## src/rtl/i2c_regport_pkg.sv

```systemverilog
`timescale 1ns/1ps
package i2c_regport_pkg;
   localparam int unsigned BYTE_W = 8;
   localparam int unsigned IDX_W  = 7;

   typedef enum logic [2:0] {
      ST_IDLE,
      ST_RX,
      ST_RXW,
      ST_ACK,
      ST_TX,
      ST_MACK,
      ST_MACKW,
      ST_SKIP
   } slv_state_t;

   typedef enum logic [1:0] {
      PH_ADDR,
      PH_PTR,
      PH_DATA
   } slv_phase_t;
endpackage

```

## src/rtl/i2c_regport_sync.sv

```systemverilog
`timescale 1ns/1ps
module i2c_regport_sync #(
   parameter int unsigned SYNC_STAGES = 2
) (
   input  logic clk,
   input  logic rst_n,
   input  logic scl_i,
   input  logic sda_i,
   output logic scl_s,
   output logic sda_s,
   output logic scl_rise,
   output logic scl_fall,
   output logic start_det,
   output logic stop_det
);
   if (SYNC_STAGES < 2) begin : g_bad_stages
      $error("i2c_regport_sync: SYNC_STAGES must be at least 2");
   end

   logic [SYNC_STAGES-1:0] scl_pipe;
   logic [SYNC_STAGES-1:0] sda_pipe;
   logic                   scl_d;
   logic                   sda_d;

   for (genvar g = 0; g < SYNC_STAGES; g++) begin : g_stage
      if (g == 0) begin : g_first
         always_ff @(posedge clk or negedge rst_n) begin
            if (!rst_n) begin
               scl_pipe[0] <= 1'b1;
               sda_pipe[0] <= 1'b1;
            end else begin
               scl_pipe[0] <= scl_i;
               sda_pipe[0] <= sda_i;
            end
         end
      end else begin : g_next
         always_ff @(posedge clk or negedge rst_n) begin
            if (!rst_n) begin
               scl_pipe[g] <= 1'b1;
               sda_pipe[g] <= 1'b1;
            end else begin
               scl_pipe[g] <= scl_pipe[g-1];
               sda_pipe[g] <= sda_pipe[g-1];
            end
         end
      end
   end

   always_ff @(posedge clk or negedge rst_n) begin
      if (!rst_n) begin
         scl_d <= 1'b1;
         sda_d <= 1'b1;
      end else begin
         scl_d <= scl_pipe[SYNC_STAGES-1];
         sda_d <= sda_pipe[SYNC_STAGES-1];
      end
   end

   assign scl_s     = scl_pipe[SYNC_STAGES-1];
   assign sda_s     = sda_pipe[SYNC_STAGES-1];
   assign scl_rise  = scl_s & ~scl_d;
   assign scl_fall  = ~scl_s & scl_d;
   assign start_det = scl_s & scl_d & sda_d & ~sda_s;
   assign stop_det  = scl_s & scl_d & ~sda_d & sda_s;

   // bus conditions and clock edges never coincide
   assert_cond_excl_R9: assert property (@(posedge clk) disable iff (!rst_n)
      $onehot0({start_det, stop_det, scl_rise, scl_fall}));
endmodule

```

## src/rtl/i2c_regport_rf.sv

```systemverilog
`timescale 1ns/1ps
module i2c_regport_rf
   import i2c_regport_pkg::*;
#(
   parameter int unsigned NUM_REGS = 16
) (
   input  logic              clk,
   input  logic              rst_n,
   input  logic              wr_en,
   input  logic [IDX_W-1:0]  wr_idx,
   input  logic [BYTE_W-1:0] wr_data,
   input  logic [IDX_W-1:0]  rd_idx,
   output logic [BYTE_W-1:0] rd_data
);
   if (NUM_REGS < 1 || NUM_REGS > (1 << IDX_W)) begin : g_bad_depth
      $error("i2c_regport_rf: NUM_REGS out of range");
   end

   logic [BYTE_W-1:0] mem [NUM_REGS];

   always_ff @(posedge clk or negedge rst_n) begin
      if (!rst_n) begin
         for (int i = 0; i < NUM_REGS; i++) mem[i] <= '0;
      end else if (wr_en) begin
         for (int i = 0; i < NUM_REGS; i++) begin
            if (wr_idx == IDX_W'(i)) mem[i] <= wr_data;
         end
      end
   end

   always_comb begin
      rd_data = '0;
      for (int i = 0; i < NUM_REGS; i++) begin
         if (rd_idx == IDX_W'(i)) rd_data = mem[i];
      end
   end
endmodule

```

## src/rtl/i2c_regport.sv

```systemverilog
`timescale 1ns/1ps
module i2c_regport
   import i2c_regport_pkg::*;
#(
   parameter int unsigned NUM_REGS    = 16,
   parameter int unsigned SYNC_STAGES = 2,
   parameter logic [3:0]  ADDR_HI     = 4'b0010
) (
   input  logic              clk,
   input  logic              rst_n,
   input  logic              scl_i,
   input  logic              sda_i,
   output logic              sda_o,
   output logic              sda_oe_o,
   input  logic              strap_a2_i,
   input  logic              strap_a1_i,
   input  logic              strap_a0_i,
   output logic              reg_wr_o,
   output logic [IDX_W-1:0]  reg_idx_o,
   output logic [BYTE_W-1:0] reg_wdata_o
);
   if (NUM_REGS < 1 || NUM_REGS > (1 << IDX_W)) begin : g_bad_regs
      $error("i2c_regport: NUM_REGS out of range");
   end

   logic scl_s, sda_s, scl_rise, scl_fall, start_det, stop_det;

   i2c_regport_sync #(.SYNC_STAGES(SYNC_STAGES)) u_sync (
      .clk       (clk),
      .rst_n     (rst_n),
      .scl_i     (scl_i),
      .sda_i     (sda_i),
      .scl_s     (scl_s),
      .sda_s     (sda_s),
      .scl_rise  (scl_rise),
      .scl_fall  (scl_fall),
      .start_det (start_det),
      .stop_det  (stop_det)
   );

   // upper strap bit captured only while reset is held
   logic a2_q;
   always_ff @(posedge clk) begin
      if (!rst_n) a2_q <= strap_a2_i;
   end

   logic [6:0] dev_addr;
   assign dev_addr = {ADDR_HI, a2_q, strap_a1_i, strap_a0_i};

   slv_state_t          state_q;
   slv_phase_t          phase_q;
   logic                rw_q;
   logic [2:0]          bitcnt_q;
   logic [BYTE_W-1:0]   shreg_q;
   logic [BYTE_W-2:0]   txreg_q;
   logic [BYTE_W-1:0]   ptr_q;
   logic                oe_q;
   logic                wr_q;
   logic [IDX_W-1:0]    wr_idx_q;
   logic [BYTE_W-1:0]   wr_data_q;
   logic [BYTE_W-1:0]   rd_data;
   logic [IDX_W-1:0]    idx_inc;

   assign idx_inc = ptr_q[IDX_W-1:0] + 7'd1;

   i2c_regport_rf #(.NUM_REGS(NUM_REGS)) u_rf (
      .clk     (clk),
      .rst_n   (rst_n),
      .wr_en   (wr_q),
      .wr_idx  (wr_idx_q),
      .wr_data (wr_data_q),
      .rd_idx  (ptr_q[IDX_W-1:0]),
      .rd_data (rd_data)
   );

   always_ff @(posedge clk or negedge rst_n) begin
      if (!rst_n) begin
         state_q   <= ST_IDLE;
         phase_q   <= PH_ADDR;
         rw_q      <= 1'b0;
         bitcnt_q  <= '0;
         shreg_q   <= '0;
         txreg_q   <= '0;
         ptr_q     <= '0;
         oe_q      <= 1'b0;
         wr_q      <= 1'b0;
         wr_idx_q  <= '0;
         wr_data_q <= '0;
      end else begin
         wr_q <= 1'b0;
         if (start_det) begin
            state_q  <= ST_RX;
            phase_q  <= PH_ADDR;
            bitcnt_q <= '0;
            oe_q     <= 1'b0;
         end else if (stop_det) begin
            state_q <= ST_IDLE;
            oe_q    <= 1'b0;
         end else begin
            case (state_q)
               ST_RX: begin
                  if (scl_rise) begin
                     shreg_q  <= {shreg_q[BYTE_W-2:0], sda_s};
                     bitcnt_q <= bitcnt_q + 3'd1;
                     if (bitcnt_q == 3'd7) state_q <= ST_RXW;
                  end
               end
               ST_RXW: begin
                  if (scl_fall) begin
                     case (phase_q)
                        PH_ADDR: begin
                           if (shreg_q[7:1] == dev_addr) begin
                              oe_q    <= 1'b1;
                              rw_q    <= shreg_q[0];
                              phase_q <= shreg_q[0] ? PH_DATA : PH_PTR;
                              state_q <= ST_ACK;
                           end else begin
                              state_q <= ST_SKIP;
                           end
                        end
                        PH_PTR: begin
                           ptr_q   <= shreg_q;
                           oe_q    <= 1'b1;
                           phase_q <= PH_DATA;
                           state_q <= ST_ACK;
                        end
                        default: begin
                           wr_q      <= 1'b1;
                           wr_idx_q  <= ptr_q[IDX_W-1:0];
                           wr_data_q <= shreg_q;
                           if (ptr_q[7]) ptr_q[IDX_W-1:0] <= idx_inc;
                           oe_q    <= 1'b1;
                           state_q <= ST_ACK;
                        end
                     endcase
                  end
               end
               ST_ACK: begin
                  if (scl_fall) begin
                     bitcnt_q <= '0;
                     if (rw_q) begin
                        txreg_q <= rd_data[BYTE_W-2:0];
                        oe_q    <= ~rd_data[BYTE_W-1];
                        state_q <= ST_TX;
                     end else begin
                        oe_q    <= 1'b0;
                        state_q <= ST_RX;
                     end
                  end
               end
               ST_TX: begin
                  if (scl_fall) begin
                     if (bitcnt_q == 3'd7) begin
                        oe_q    <= 1'b0;
                        state_q <= ST_MACK;
                        if (ptr_q[7]) ptr_q[IDX_W-1:0] <= idx_inc;
                     end else begin
                        txreg_q  <= {txreg_q[BYTE_W-3:0], 1'b0};
                        oe_q     <= ~txreg_q[BYTE_W-2];
                        bitcnt_q <= bitcnt_q + 3'd1;
                     end
                  end
               end
               ST_MACK: begin
                  if (scl_rise) state_q <= sda_s ? ST_SKIP : ST_MACKW;
               end
               ST_MACKW: begin
                  if (scl_fall) begin
                     bitcnt_q <= '0;
                     txreg_q  <= rd_data[BYTE_W-2:0];
                     oe_q     <= ~rd_data[BYTE_W-1];
                     state_q  <= ST_TX;
                  end
               end
               default: ;
            endcase
         end
      end
   end

   assign sda_o       = 1'b0;
   assign sda_oe_o    = oe_q;
   assign reg_wr_o    = wr_q;
   assign reg_idx_o   = wr_idx_q;
   assign reg_wdata_o = wr_data_q;

   // latched strap bit stays put outside reset
   assert_a2_hold_R2: assert property (@(posedge clk) disable iff (!rst_n)
      $stable(a2_q));

   // no drive while ignoring the bus or idle
   assert_skip_quiet_R3: assert property (@(posedge clk) disable iff (!rst_n)
      (state_q == ST_SKIP || state_q == ST_IDLE) |-> !sda_oe_o);

   // pointer has moved one past the strobed index
   assert_autoinc_R6: assert property (@(posedge clk) disable iff (!rst_n)
      (reg_wr_o && ptr_q[7]) |-> (ptr_q[IDX_W-1:0] == reg_idx_o + 7'd1));

   // pointer still equals the strobed index
   assert_ptr_hold_R7: assert property (@(posedge clk) disable iff (!rst_n)
      (reg_wr_o && !ptr_q[7]) |-> (ptr_q[IDX_W-1:0] == reg_idx_o));

   // SDA enable moves only while SCL is low, or on a bus condition
   assert_oe_scl_low_R8: assert property (@(posedge clk) disable iff (!rst_n)
      !$stable(sda_oe_o) |-> ($past(!scl_s) || $past(start_det) || $past(stop_det)));
endmodule

```

## config.mk

```make
export PLATFORM = sky130hd
export DESIGN_NAME = i2c_regport
export DESIGN_NICKNAME = d
export VERILOG_FILES = /design/src/rtl/i2c_regport_pkg.sv /design/src/rtl/i2c_regport_sync.sv /design/src/rtl/i2c_regport_rf.sv /design/src/rtl/i2c_regport.sv
export SDC_FILE = /design/constraint.sdc
export NUM_CORES = 1
export LEC_CHECK = 0
export BUFFER_PORTS_ARGS = -buffer_cell sky130_fd_sc_hd__buf_2
export CORE_MARGIN = 1
export CORE_UTILIZATION = 65
export CTS_BUF_LIST = sky130_fd_sc_hd__clkbuf_2 sky130_fd_sc_hd__clkbuf_4 sky130_fd_sc_hd__clkbuf_8
export DETAILED_ROUTE_END_ITERATION = 8
export GPL_ROUTABILITY_DRIVEN = 0
export MAX_ROUTING_LAYER = met4
export PLACE_DENSITY_LB_ADDON = 0.12
export SYNTH_ARGS = -nofsm -noshare
export SYNTH_HDL_FRONTEND = slang
export SYNTH_SLANG_ARGS = --single-unit
```

## constraint.sdc

```tcl
create_clock -name clk -period 5.27 [get_ports clk]
set_input_delay 0.527 -clock clk [delete_from_list [all_inputs] [get_ports clk]]
set_output_delay 0.527 -clock clk [all_outputs]
set_load 0.02 [all_outputs]
```

==> results of run 1 <==
==> power breakdown <==
group          total (mW)  switching [mW]  internal, mW
Combinational       0.110          0.0673        0.0428
Sequential           1.48          0.0398          1.44
Clock                1.07           0.545         0.527
==> how the worst max path moves through the flow <==
| stage | end | slack [ns] | depth (start not counted) |
|---|---|---|---|
| detailed placement | txreg_q[5]$_DFFE_PN0P_ | 2.39 | 7 |
| global placement | txreg_q[5]$_DFFE_PN0P_ | 2.46 | 7 |
| CTS | txreg_q[5]$_DFFE_PN0P_ | 2.39 | 7 |
| finish | txreg_q[5]$_DFFE_PN0P_ | 2.19 | 7 |
| floorplan | sda_oe_o$_DFFE_PN0P_ | 3.08 | 9 |
| global route | txreg_q[5]$_DFFE_PN0P_ | 2.15 | 7 |
==> area by class of cell <==
class                   instances  share of cell area (%)
clock buffers                  17                    2.39
clock inverters                15                    2.17
inverters                      18                   0.690
multi-input cells             582                    43.4
flip-flops and latches        184                    47.1
well taps                     176                    2.25
repair buffers                 32                    1.93
==> synth_stat cells (all sizes together) (4+ instances only) <==
| master | instances |
|---|---|
| o311ai | 4 |
| buf | 17 |
| and3 | 5 |
| nand3 | 26 |
| o22ai | 10 |
| a211oi | 7 |
| mux2 | 149 |
| and2 | 6 |
| nand2b | 9 |
| nor3 | 19 |
| a221oi | 9 |
| a21oi | 39 |
| nor2b | 16 |
| nor2 | 45 |
| o21a | 4 |
| dfstp | 6 |
| ha | 6 |
| nand3b | 5 |
| a21o | 8 |
| or3 | 6 |
| inv | 18 |
| a31oi | 12 |
| dfrtp | 177 |
| clkbuf | 29 |
| nand2 | 81 |
| a22oi | 13 |
| o21ai | 44 |
==> per-layer routing <==
metal  vias to the layer above  track usage [%]  routed length (um)
li1                       3042                -                   -
met1                      3549             52.0               10400
met2                       449             53.9               11100
met3                       105             8.21                2340
met4                         0             16.7                1010
met5                         -                -                   0
==> cell families (layout without fill, tap and decap cells) <==
family / count (synthesis) / count (layout) / synth area share (%)
AOI/OAI and AO/OA: 182 / 182 / 13.1
xor gates and xnor gates: 4 / 4 / 0.383
adders and majority gates: 6 / 6 / 0.821
buffers and inverters: 64 / 82 / 2.96
DFF: 184 / 184 / 50.5
muxes: 150 / 150 / 18.5
other: 1 / 1 / 0.0410
and+or+nand+nor: 239 / 239 / 13.8
==> cells in the final DEF, fill, tap and decap left out, drive strengths merged, types with 4 or more instances in the layout <==
cell    synthesis  routed
dfrtp         177     177
o21a            4       4
ha              6       6
nor2           45      45
a31oi          12      12
clkbuf         29      17
a21oi          39      39
or3             6       6
a22oi          13      13
o311ai          4       4
nand3          26      26
buf            17      32
and2            6       6
nand2          81      81
o21ai          44      44
a21o            8       8
o22ai          10      10
nor2b          16      16
a221oi          9       9
nand3b          5       5
a211oi          7       7
nor3           19      19
dfstp           6       6
mux2          149     149
nand2b          9       9
inv            18      24
and3            5       5
bufinv          0       4
==> flip-flops by register name, summed over array words and instances (netlist names) <==
register         count
u_rf.mem           128
ptr_q                8
reg_wdata_o          8
shreg_q              8
reg_idx_o            7
txreg_q              7
bitcnt_q             3
state_q              3
phase_q              2
a2_q                 1
reg_wr_o             1
rw_q                 1
sda_oe_o             1
u_sync.scl_d         1
u_sync.scl_pipe      1
u_sync.scl_s         1
u_sync.sda_d         1
u_sync.sda_pipe      1
u_sync.sda_s         1
==> metrics by stage <==
stage / area (sq um) / hold slack [ns] / std cells / total power [mW]
after floorplan: 9140 / 0.231 / 830 / 1.56
after global placement: 9350 / 0.350 / 992 / 1.61
after detailed placement: 9350 / 0.349 / 992 / 1.62
after CTS: 9800 / 0.116 / 1024 / 2.67
after global routing: 9800 / 0.105 / 1024 / 2.75
final: 9800 / 0.125 / 1024 / 2.66
==> run summary, run 1 <==
The maximum buffer depth of the clock tree is 2. Setup repair after global routing left no endpoint under its margin. The kind of end point of the critical path is a register. The final-report hold violation count is 0. The first global-routing pass estimated 39.3 mm of wire. In this run the most critical hold path is launched from sda_i. The run finished with clean final reports. Measured in cells, the most critical reg-to-reg path has a length of 7.

The number of buffers and inverters on the critical path is 0. The max-cap check violation count is 0. Of the cells placed in the final design, the portion with a size suffix greater than 1 is 28.1%. The sequential element share of the synthesized area is 50.5%.

TritonCTS built the clock tree. The footprint of the multi-input gates is 4260 sq um. The leakage power total is 4.68 nW. Across all layers, the routed design uses 7145 vias. In this run the post-CTS setup repair buffer count came out at 0. The final worst-path setup slack is 2.19 ns.

The post-route fraction of the period consumed by the critical path is 58.4%. The number of DRC markers in iteration 0 is 1134. The top achievable clock speed came out at 325 MHz.

The count of flip-flops with a built-in enable after synthesis came out at 1. Summed over all nets, the half-perimeter wirelength after detailed placement is 16.9 mm. The critical path goes through ha_1 -> nor2_1 -> o211ai_1 -> a221oi_1 -> o31ai_1 -> a22oi_1 -> a41oi_1.

The average wire length per cell after detail routing came out at 24.3 um. The worst register-to-register path begins at ptr_q[0]$_DFFE_PN0P_. In this run the register-to-register setup slack is 2.19 ns.

Yosys attributes the largest share of cell area to sky130_fd_sc_hd__dfrtp_1 (48%), sky130_fd_sc_hd__mux2_2 (18%), sky130_fd_sc_hd__nand2_1 (3.3%), sky130_fd_sc_hd__o21ai_0 (2.4%), sky130_fd_sc_hd__a21oi_1 (2.1%). The number of gates resized after cts is 0. The post-detailed-routing wire length is 24.8 mm.

The number of global-route vias before repair is 6832. The critical register-to-register path endpoint is txreg_q[5]$_DFFE_PN0P_. The remaining max-slew budget at the tightest pin came out at 32.1%.

The critical path in this run is classified as reg2reg. The top cell type by area accounts for 48.4% of the synthesized area. At the end of the flow, the number of nets in the layout was 848. For this run, the total global-route usage over all layers was measured as 37.7%. The number of iterations in the first detailed-routing pass came out at 6. The worst hold path terminates at u_sync.sda_pipe[0]$_DFF_PN1_. The number of buffers added on ports is 23. The number of instances in the synthesized netlist came out at 830. The number of standard-cell rows in the floorplan is 42. The startpoint type of the worst setup path is a register. Measured on the finished design, the core utilization comes to 72.5%.

The deepest level of the CTS H-tree is 4. The detail route stage leaves a number of antenna-violating nets equal to 0. Setup violations remaining at the end of the flow were counted as 0. The number of design rule violations left after detail routing is 0. The final critical path time including I/O delays and setup is 3.08 ns. The clock transition at the registers of the reported paths is 0.10 ns.

The critical path required time came out at 5.61 ns. The core area is 13500 sq um. Entering global routing, the biggest net connects 112 pins.

The starting density of the core is 67.7%. The largest vdd supply drop is 0.310 mV. The total CTS buffers came out at 17. The tree is rooted in a sky130_fd_sc_hd__clkbuf_8.

The cell type with the highest aggregate area in the netlist is sky130_fd_sc_hd__dfrtp_1. The setup skew after layout is 0.0115 ns. The number of inserted diodes came out at 0. The share of synthesized registers carrying an async set or reset came out at 99.5%. For this design, the sink count on the clock tree is 184. The overall die height is 121 um. The cell family contributing the most delay on the critical path is compound AO/OA/AOI/OAI gates. The top flip-flop cell by instance count after synthesis is sky130_fd_sc_hd__dfrtp_1. The I/O pin count came out at 25. The accumulated negative setup slack came out at 0 ns. The total of flip-flops plus latches after synthesis came out at 184. The count of warnings emitted by yosys came out at 0. The post-synth design cell area came out at 9140 sq um.

The post-synthesis cell type count is 69. The worst min-delay path category is in2reg. The total nets after synthesis came out at 843. The count of fill cells added during filler insertion is 935. At the placement stage, the worst setup path has a slack of 2.39 ns. The stage delay of the slowest cell on the critical path is 0.70 ns. Measured along the x axis, the die boundary spans 121 um.

The critical path starts at ptr_q[0]$_DFFE_PN0P_. The pin slew with the least headroom to its limit came out at 1.02 ns. Of all nets on the critical path, the largest fanout is 25. The area of the die came out at 14500 sq um. The worst hold path depth came out at 1.

The slowest stage of the critical path is the sky130_fd_sc_hd__nor2_1 cell. From synthesis to final layout, the design area changed by 7.14%. The number of antenna violations at the first check in global routing came out at 0.

The per-cell via count in the routed design is 6.98. The count of final max-slew check failures is 0. The clock latency at the later pin of the worst-skew pair is 0.49 ns. Data arrives at the worst endpoint at 3.41 ns. The sequential cell area in the final layout came out at 4620 sq um. The power per standard cell area came out at 272 nW/um^2.

The total overflow left after global routing is 0. The average instance area after synthesis came out at 11.0 sq um. In this run, post-CTS hold repair placed 0 buffers.
No activity file was read; power rests on OpenSTA's default activity.
==> inputs of run 2 (changes only) <==
CORE_UTILIZATION = 59   (was 65)
clock period = 2.65 ns   (was 5.27 ns; I/O delays follow)
==> run summary, run 2 (synthesized netlist as in run 1, its figures left out) <==
The root buffer cell is sky130_fd_sc_hd__clkbuf_8. Leaving out fill and tap cells, the most frequent cells in the layout are sky130_fd_sc_hd__dfrtp_1 (177), sky130_fd_sc_hd__mux2_2 (149), sky130_fd_sc_hd__nand2_1 (81), sky130_fd_sc_hd__o21ai_0 (44), sky130_fd_sc_hd__nor2_1 (43). The sequential cell area in the final layout is 4620 sq um. The total CTS buffers is 17. The tightest min-delay check is of the in2async type. The count of fill cells added during filler insertion is 1168. At the worst endpoint, the required time is 3.01 ns.

Global routing consumed, over all layers together, 34.1% of the routing resources. The number of buffers added on ports came out at 23. The power per standard cell area came out at 525 nW/um^2.

The switching part of the total power is 23.7%. The share of final-layout standard cells stronger than drive strength 1 came out at 30.4%. The final setup violation count is 0. For this run, the top clock speed supported by timing is 395 MHz. In the finished design, the share of the clock period the worst path needs comes to 95.6%.

Across the run, the number of max-cap violations was 0. The total number of nets in the final design came out at 878. The detailed router put a total of 10.6 mm of wire on met1. The routed design could run at a clock period as short as 2.53 ns.

The area of the die is 16000 sq um. The proportion of power drawn by combinational gates came out at 4.4%. The horizontal die dimension is 126 um. Using the TritonRoute via totals, the vias-per-cell ratio works out to 6.64. The post-detailed-routing wire length came out at 24.8 mm.

The footprint of the multi-input gates is 4260 sq um. The first routing iteration left 667 violations. The fraction of power consumed by the clock network came out at 40.1%. The register name with the most flops is u_rf.mem. In this run the static leakage power is 4.84 nW. In this run the power spent charging and discharging nets is 1.25 mW. The maximum buffer depth of the clock tree is 2.

The clock transition at the registers of the reported paths is 0.10 ns. The startpoint type of the worst setup path is a register. The count of buffers added by post-CTS timing repair for setup came out at 0. The HPWL after detailed placement is 17.3 mm.

The routed wire length on met3 came out at 1.66 mm. Setup repair after global routing left no endpoint under its margin. Broken down by cell family, the worst path's largest delay share belongs to simple AND/OR/NAND/NOR gates. The global-route wire length before repair came out at 39.6 mm. The overall overflow remaining after global route came out at 0.

The power share of the sequential group is 55.4%. The final-report hold violation count was 0. The number of design rule violations left after detail routing is 0. The I/O pin count came out at 25. The first detailed-routing pass ran for 5 iterations. The cell with the largest stage delay on the worst path is sky130_fd_sc_hd__or3b_2. After detailed routing, the met2 layer carries 11.7 mm of wire. The core area came out at 15100 sq um. The number of flip-flops in the largest register came out at 128. On the final layout, the worst clock skew is 0.0113 ns.

The count of final max-slew check failures is 0. The largest vdd supply drop came out at 0.473 mV. The number of antenna violations at the first check in global routing came to 1. Dividing the detail-routed wire length by the instance count gives 23.2 um. The via count of the routed design is 7082.

The arrival time at the worst endpoint came out at 2.89 ns. The clock sink count came out at 184. The uppermost signal routing layer after detailed routing is met4.

The critical path is of the reg2reg type. The number of global-route vias before repair came out at 7014. The run finished with clean final reports. The internal power of the cells came out at 4.04 mW.

Traced cell by cell, the critical path runs through or3b_2 -> nor3_1 -> a221o_1 -> o311ai_0 -> a32oi_1 -> o22ai_1. TritonCTS built the clock tree. Entering global routing, the biggest net connects 94 pins. Leaving out fill and tap cells, the most frequent cell in the layout is sky130_fd_sc_hd__dfrtp_1. The clock latency at the later pin of the worst-skew pair is 0.48 ns. The accumulated negative setup slack came out at 0 ns. The number of buffers and inverters on the critical path is 0.

The worst setup path is captured at a register. In this run the tightest slew margin relative to its limit is 42.6%. At the pin with the least slew margin, the transition time is 0.862 ns.

The synthesis-to-layout area growth is 10.1%. The deepest level of the CTS H-tree came out at 4. The tightest hold path in the finished design has a slack of 0.327 ns. The stage delay of the slowest cell on the critical path is 0.60 ns. The number of standard-cell rows in the floorplan is 45.

The starting density of the core is 60.4%. The peak fanout along the critical path came out at 12. The antenna violation net count after detailed routing is 0. The overall die height came out at 126 um.
## run 2: cell count changes in the layout (fill, tap and decap cells not counted)
cell,before,now
sky130_fd_sc_hd__ha_1,6,4
sky130_fd_sc_hd__dlygate4sd3_1,0,4
sky130_fd_sc_hd__diode_2,0,1
sky130_fd_sc_hd__clkbuf_8,17,18
sky130_fd_sc_hd__clkinv_2,1,2
sky130_fd_sc_hd__buf_12,0,1
sky130_fd_sc_hd__ha_2,0,2
sky130_fd_sc_hd__inv_8,1,0
sky130_fd_sc_hd__clkinvlp_4,2,1
sky130_fd_sc_hd__buf_4,9,34
sky130_fd_sc_hd__nor2_2,1,2
sky130_fd_sc_hd__nor2_1,44,43
sky130_fd_sc_hd__clkbuf_4,0,1
sky130_fd_sc_hd__clkinv_4,2,1
## run 2: metrics by stage
stage / cell area, sq um / instances / worst slack [ns] / power [mW] / util, %
6_report: 10100 / 1067 / 0.116 / 5.29 / 66.5
2_1_floorplan: 9140 / 830 / 0.458 / 3.10 / -
4_1_cts: 10100 / 1066 / 0.141 / 5.32 / 66.4
3_5_place_dp: 9570 / 1030 / 0.207 / 3.22 / 63.2
3_3_place_gp: 9570 / 1030 / 0.274 / 3.20 / 63.2
5_1_grt: 10100 / 1067 / 0.0248 / 5.46 / 66.5
## run 2: final cells by class
class,count,share of cell area [%]
Sequential cell,184,45.9
Multi-Input combinational cell,582,42.4
Timing Repair Buffer,62,4.34
Clock buffer,19,2.54
Tap cell,188,2.34
Clock inverter,13,1.89
Inverter,18,0.671
Antenna cell,1,0.0249
## run 2: final timing paths
check | from | endpoint | slack, ns | cells after the start
worst max-delay path | ptr_q[4]$_DFFE_PN0P_ | sda_oe_o$_DFFE_PN0P_ | 0.12 | 6
worst min-delay path | rst_n | ptr_q[4]$_DFFE_PN0P_ | 0.33 | 2
worst max register to register | ptr_q[4]$_DFFE_PN0P_ | sda_oe_o$_DFFE_PN0P_ | 0.12 | 6
worst min register to register | u_sync.sda_pipe[0]$_DFF_PN1_ | u_sync.sda_s$_DFF_PN1_ | 0.36 | 0
max in group asynchronous | rst_n | bitcnt_q[0]$_DFFE_PN0P_ | 1.40 | 3
min in group clk | u_sync.sda_pipe[0]$_DFF_PN1_ | u_sync.sda_s$_DFF_PN1_ | 0.36 | 0
## run 2: power groups by stage
stage	logic (mW)	registers (mW)	clock network [mW]
6_report	0.235	2.93	2.12
3_3_place_gp	0.222	2.98	0
2_1_floorplan	0.138	2.96	0
4_1_cts	0.241	2.93	2.15
5_1_grt	0.269	2.94	2.26
3_5_place_dp	0.236	2.98	0
## run 2: per-layer routing
metal / track usage, % / up-vias
met5: - / -
met4: 12.9 / 0
met3: 7.51 / 76
met2: 52.3 / 327
met1: 44.6 / 3583
li1: - / 3096
## run 2: timing repair
action                                 4_1_cts  5_1_grt
endpoints found under the hold margin       42        0
gates resized for setup                      0        3
setup endpoints to repair                    0        2
hold buffers                                 4        0
## run 2: worst register-to-register path: stages (launching register included)
cell                       delay, ns
sky130_fd_sc_hd__dfrtp_1        0.55
sky130_fd_sc_hd__or3b_2         0.61
sky130_fd_sc_hd__nor3_1         0.39
sky130_fd_sc_hd__a221o_1        0.22
sky130_fd_sc_hd__o311ai_0       0.18
sky130_fd_sc_hd__a32oi_1        0.35
sky130_fd_sc_hd__o22ai_1        0.11
